## src/rtl/cp_remover_pkg.sv

```systemverilog
package cp_remover_pkg;
  localparam int CPR_LOG2_MIN   = 7;   // smallest FFT length is 2**7
  localparam int CPR_NUM_SIZES  = 5;   // 128 .. 2048
  localparam int CPR_LOG2_MAX   = CPR_LOG2_MIN + CPR_NUM_SIZES - 1;
  localparam int CPR_MAX_N      = 1 << CPR_LOG2_MAX;

  // Map a size code to an FFT length; out-of-range codes saturate to the max.
  function automatic int unsigned fft_len(input int unsigned code);
    int unsigned len;
    len = CPR_MAX_N;
    for (int k = 0; k < CPR_NUM_SIZES; k++) begin
      if (code == k) len = 1 << (CPR_LOG2_MIN + k);
    end
    return len;
  endfunction
endpackage

```

## src/rtl/cp_remover_ctrl.sv

```systemverilog
module cp_remover_ctrl
  import cp_remover_pkg::*;
#(
  parameter int CP_W  = 11,
  parameter int SEL_W = 3,
  parameter int CNT_W = 12
) (
  input  logic             clk,
  input  logic             rst_n,
  input  logic             in_valid,
  input  logic             in_sop,
  input  logic [SEL_W-1:0] size_sel,
  input  logic [CP_W-1:0]  cp_len,
  output logic             fwd,
  output logic             first,
  output logic             last,
  output logic             err
);
  logic             busy_q, busy_d;
  logic [CNT_W-1:0] cnt_q, cnt_d;
  logic [CNT_W-1:0] n_q, n_d;
  logic [CNT_W-1:0] cp_q, cp_d;
  logic             err_q, err_d;

  logic             start, active;
  logic [CNT_W-1:0] eff_cnt, eff_n, eff_cp, end_cnt;

  always_comb begin
    start   = in_valid & in_sop;
    active  = in_valid & (start | busy_q);
    eff_cnt = start ? '0 : cnt_q;
    eff_n   = start ? CNT_W'(fft_len(int'(size_sel))) : n_q;
    eff_cp  = start ? CNT_W'(cp_len) : cp_q;
    end_cnt = eff_n + eff_cp - CNT_W'(1);

    fwd   = active & (eff_cnt >= eff_cp);
    first = active & (eff_cnt == eff_cp);
    last  = active & (eff_cnt == end_cnt);

    busy_d = busy_q;
    cnt_d  = cnt_q;
    n_d    = n_q;
    cp_d   = cp_q;
    err_d  = err_q | (start & busy_q);
    if (active) begin
      busy_d = ~last;
      cnt_d  = last ? '0 : eff_cnt + CNT_W'(1);
      n_d    = eff_n;
      cp_d   = eff_cp;
    end
  end

  always_ff @(posedge clk or negedge rst_n) begin
    if (!rst_n) begin
      busy_q <= 1'b0;
      cnt_q  <= '0;
      n_q    <= '0;
      cp_q   <= '0;
      err_q  <= 1'b0;
    end else begin
      busy_q <= busy_d;
      cnt_q  <= cnt_d;
      n_q    <= n_d;
      cp_q   <= cp_d;
      err_q  <= err_d;
    end
  end

  assign err = err_q;

  // error flag never clears without reset
  p_err_sticky_r9: assert property (@(posedge clk) disable iff (!rst_n)
    err_q |=> err_q);
  // a non-start sample while idle is not forwarded and opens nothing
  p_idle_ignore_r8: assert property (@(posedge clk) disable iff (!rst_n)
    (!busy_q && in_valid && !in_sop) |-> (!fwd && !busy_d));
  // the running count stays inside the captured symbol length
  p_cnt_bound_r3: assert property (@(posedge clk) disable iff (!rst_n)
    busy_q |-> (cnt_q < n_q + cp_q));
  // captured settings hold while a symbol is open and no new start arrives
  p_hold_cfg_r6: assert property (@(posedge clk) disable iff (!rst_n)
    (busy_q && !start) |=> ($stable(n_q) && $stable(cp_q)));
endmodule

```

## src/rtl/cp_remover_outreg.sv

```systemverilog
module cp_remover_outreg #(
  parameter int DATA_W = 16
) (
  input  logic              clk,
  input  logic              rst_n,
  input  logic              fwd,
  input  logic              first,
  input  logic              last,
  input  logic [DATA_W-1:0] in_data,
  output logic              out_valid,
  output logic              out_sop,
  output logic              out_eop,
  output logic [DATA_W-1:0] out_data
);
  logic              v_d, s_d, e_d;
  logic [DATA_W-1:0] dat_d;

  always_comb begin
    v_d   = fwd;
    s_d   = fwd & first;
    e_d   = fwd & last;
    dat_d = fwd ? in_data : out_data;
  end

  always_ff @(posedge clk or negedge rst_n) begin
    if (!rst_n) begin
      out_valid <= 1'b0;
      out_sop   <= 1'b0;
      out_eop   <= 1'b0;
      out_data  <= '0;
    end else begin
      out_valid <= v_d;
      out_sop   <= s_d;
      out_eop   <= e_d;
      out_data  <= dat_d;
    end
  end

  // packet markers only accompany a valid output beat
  p_sop_valid_r5: assert property (@(posedge clk) disable iff (!rst_n)
    out_sop |-> out_valid);
  p_eop_valid_r5: assert property (@(posedge clk) disable iff (!rst_n)
    out_eop |-> out_valid);
endmodule

```

## src/rtl/cp_remover.sv

```systemverilog
module cp_remover
  import cp_remover_pkg::*;
#(
  parameter int DATA_W = 16,
  parameter int CP_W   = 11,
  parameter int SEL_W  = 3
) (
  input  logic              clk,
  input  logic              rst_n,
  input  logic              in_valid,
  input  logic              in_sop,
  input  logic [DATA_W-1:0] in_data,
  input  logic [SEL_W-1:0]  size_sel,
  input  logic [CP_W-1:0]   cp_len,
  output logic              out_valid,
  output logic              out_sop,
  output logic              out_eop,
  output logic [DATA_W-1:0] out_data,
  output logic              sym_err
);
  localparam int MAX_SYM = CPR_MAX_N + (1 << CP_W) - 1;
  localparam int CNT_W   = $clog2(MAX_SYM + 1);

  logic fwd, first, last;

  cp_remover_ctrl #(.CP_W(CP_W), .SEL_W(SEL_W), .CNT_W(CNT_W)) ctrl_i (
    .clk(clk), .rst_n(rst_n), .in_valid(in_valid), .in_sop(in_sop),
    .size_sel(size_sel), .cp_len(cp_len),
    .fwd(fwd), .first(first), .last(last), .err(sym_err)
  );

  cp_remover_outreg #(.DATA_W(DATA_W)) oreg_i (
    .clk(clk), .rst_n(rst_n), .fwd(fwd), .first(first), .last(last),
    .in_data(in_data), .out_valid(out_valid), .out_sop(out_sop),
    .out_eop(out_eop), .out_data(out_data)
  );

  // an idle input cycle yields no output beat one clock later
  p_gap_no_out_r7: assert property (@(posedge clk) disable iff (!rst_n)
    !in_valid |=> !out_valid);
endmodule

```

## config.mk

```make
export PLATFORM = sky130hd
export DESIGN_NAME = cp_remover
export DESIGN_NICKNAME = d
export VERILOG_FILES = /design/src/rtl/cp_remover_pkg.sv /design/src/rtl/cp_remover_ctrl.sv /design/src/rtl/cp_remover_outreg.sv /design/src/rtl/cp_remover.sv
export SDC_FILE = /design/constraint.sdc
export NUM_CORES = 1
export LEC_CHECK = 0
export ABC_CLOCK_PERIOD_IN_PS = 3700
export BUFFER_PORTS_ARGS = -buffer_cell sky130_fd_sc_hd__buf_2
export CAP_MARGIN = 20
export CORE_ASPECT_RATIO = 0.7
export CORE_MARGIN = 2
export CORE_UTILIZATION = 57
export DETAILED_ROUTE_END_ITERATION = 10
export GPL_TIMING_DRIVEN = 0
export PLACE_DENSITY = 0.89
export SLEW_MARGIN = 10
export SYNTH_ARGS = -nofsm -noshare
export SYNTH_HDL_FRONTEND = slang
export SYNTH_SLANG_ARGS = --single-unit
```

## constraint.sdc

```tcl
create_clock -name clk -period 3.7 [get_ports clk]
set_clock_uncertainty 0.1 [all_clocks]
set_input_delay 0.37 -clock clk [delete_from_list [all_inputs] [get_ports clk]]
set_output_delay 0.37 -clock clk [all_outputs]
set_load 0.02 [all_outputs]
```

==> results.cfg <==
[timing]
slew_viol_final = 0
period_share_pct = 98.3
max_freq_mhz = 275
relSlewSlack_pct = 47.9
worstMarginPinSlew_ps = 779
fin_crit_ps = 3640
tns_ps = 0
finalSetupViolations = 0
setup_slack_ps = 63.7
hold_viol_final = 0

[global_routing]
antenna_found_initial = 0
grt_pass1_wl_um = 13800
grt_usage_pct = 25.4
grt_max_degree = 36
overflow = 0
grt_pass1_vias = 3021

[yosys]
synth_fa_ha_area_share_pct = 12.6
syn_avg_cell_area_um2 = 9.28
synth-compound-area-share_pct = 10.2
yosys.area_share.simple_pct = 18.6
syn_inst = 380
synthFlopType = dfrtp_1
synth-edff-count = 0
netlist_area_um2 = 3530
syn_nets = 449
synthMuxAreaShare_pct = 5.39
ys_seq_elements = 57
synth_xor_area_share_pct = 5.68
synth_cell_type_count = 48
async_reset_ff_share_pct = 100
synth-seq-area-share_pct = 40.4
synth_top_family_by_area = simple AND/OR/NAND/NOR gates
yosys_warnings = 0

[worst_setup_path]
worstPathArrival_ps = 3770
critical_path.max_stage_delay_ps = 580
end_kind = flip-flop
path_max_fanout = 9
worstSetupPathType = in -> reg
crit_top_cell = buf_4
start_kind = input pin
cpMaxStageDelayCell = or4_4
crit_family = simple AND/OR/NAND/NOR gates
path_cells = buf_12 -> nand2_8 -> clkbuf_16 -> buf_4 -> and2_4 -> inv_1 -> ha_2 -> inv_2 -> ha_4 -> fa_2 -> o21ai_2 -> o22ai_2 -> nand4_1 -> or4_4 -> nor4_4 -> buf_4 -> nor4_1 -> a311o_1
crit_buf_inv = 6
cp.required_ps = 3830

[routing]
drt_wl_total_um = 8720
ant_nets = 0
wl_per_cell_um = 16.4
firstDrtPassIters = 4
initialDrtViolationCount = 220
drc = 0
via_per_inst = 5.73
vias = 3054

[outcome]
status = finished clean

[floorplanning]
die_width_um = 98.0
dieArea_um2 = 6840
io_pins = 54
start_util_pct = 60.4
num_rows = 23
coreArea_um2 = 5840
dieHeight_um = 69.8

[worst_hold_path]
hold_path_class = in -> reg

[pwr]
p_comb_share_pct = 42.1
power_density_nw_per_um2 = 577
clock_power_share_pct = 24.6
leakagePower_nw = 2.22
sequentialPowerShare_pct = 33.3
intPower_mw = 1.61
switching_share_pct = 37.0
peakVddDrop_uv = 422
p_sw_uw = 949
p_total_mw = 2.56

[final_layout]
n_antenna_cell = 0
final_common_cell = dfrtp_1
fin_area_um2 = 4440
drive_above_1_share_pct = 30.3
final_cell_mix = dfrtp_1, nand2_1, buf_2, inv_1, ha_1
final_nets = 522
area_growth_syn_to_layout_pct = 25.8

[place]
dp_hpwl_um = 5800
portBuffers = 53
gp_congestion = 0.894
place_ws_ps = -887
placed_cell_area_um2 = 3910

[clock_tree]
worstSkewPairLatency_ps = 350
path_clk_slew_ps = 60
htreeDepth = 3
ctsRootBufferMaster = clkbuf_8
clock_sinks = 57
cts_buffers = 9
cts_buffer_depth = 2
cts_tree = built

[flow_run]
drv_cap = 0
## stage by stage
step	utilization (%)	hold WS, ps	std cells
floorplan	-	-25.6	380
global placement	66.6	337	508
detailed placement	67.0	289	509
CTS	73.7	124	529
global route	76.0	132	533
finish	76.0	133	533
## logic make-up (layout without fill, tap and decap cells)
group / count (synthesis) / in the layout
adders and majority gates: 35 / 35
xor gates and xnor gates: 22 / 22
and+or+nand+nor: 132 / 132
muxes: 17 / 17
DFF: 57 / 57
buffers and inverters: 63 / 141
AOI/OAI and AO/OA: 54 / 54
## state kept, by name, summed over array words and instances (netlist names)
| name | count |
|---|---|
| oreg_i.out_data | 16 |
| ctrl_i.cnt_q | 12 |
| ctrl_i.cp_q | 12 |
| ctrl_i.n_q | 12 |
| ctrl_i.busy_q | 1 |
| ctrl_i.err | 1 |
| oreg_i.out_eop | 1 |
| oreg_i.out_sop | 1 |
| oreg_i.out_valid | 1 |
## Yosys cell counts (2+ instances only)
cell type	n	share of area [%]
a21o_1	7	1.5
xnor2_1	14	3.5
and3_1	2	0.35
a22o_1	3	0.75
nand2b_1	2	0.35
nor2b_1	3	0.53
nand2_1	58	6.2
clkbuf_1	7	0.75
nor2_1	17	1.8
xor2_1	7	1.7
o21ai_1	3	0.43
o22ai_1	3	0.53
dfrtp_1	57	40
a21oi_1	14	2.0
nand3_1	7	0.99
a21boi_2	2	0.64
o31ai_1	3	0.64
mux2_2	16	5.1
inv_1	53	5.6
a311o_1	3	0.85
ha_1	34	12
and2_1	16	2.8
or4_1	3	0.64
nand4_1	6	1.1
nor4_1	6	1.1
o21ai_0	9	1.3
nor3_1	4	0.57
## path summary, 6_finish.rpt
kind | slack (ps) | start | depth (start not counted) | to
max reg2reg | 90 | ctrl_i.cp_q[1] | 15 | ctrl_i.cnt_q[5]
min in group asynchronous | 450 | rst_n | 2 | ctrl_i.cp_q[9]
min reg2reg | 360 | ctrl_i.err | 1 | ctrl_i.err
max | 60 | in_valid | 18 | ctrl_i.cnt_q[5]
min | 130 | cp_len[5] | 3 | ctrl_i.cp_q[5]
max in group asynchronous | 2480 | rst_n | 3 | ctrl_i.n_q[5]
## routing by layer
layer	GRT usage [%]	vias up	share of wire (%)
li1	-	1423	-
met1	33.5	1488	42
met2	40.4	119	48
met3	8.06	24	8.5
met4	7.56	0	1.7
met5	0	-	0
## power groups by stage
stage,registers [mW],clock network [mW],logic (mW)
after floorplan,0.949,0,0.624
after global placement,0.847,0,0.936
after detailed placement,0.858,0,0.975
after CTS,0.847,0.637,1.02
after global routing,0.868,0.669,1.18
final,0.852,0.630,1.08
## layout make-up
class | count | area, um2
multi-input cells | 260 | 2020
flip-flops and latches | 57 | 1430
fillers | 396 | 1400
repair buffers | 64 | 400
inverters | 53 | 199
clock buffers | 10 | 128
well taps | 75 | 93.8
plain buffers | 8 | 87.6
clock inverters | 6 | 82.6
## tightest hold or removal path, stage by stage
cell	delay (ps)
buf_2	70
nand2_1	40
nand2_1	60
## repair_timing
| item | in CTS | in global routing |
|---|---|---|
| setup buffers | 4 | 4 |
| setup endpoints to repair | 22 | 21 |
| cloned | 0 | 1 |
| hold buffers | 1 | 0 |
| resized for setup | 34 | 27 |
| pin swaps | 9 | 14 |
| hold endpoints to repair | 22 | 0 |
(Power assumes the default switching activity.)
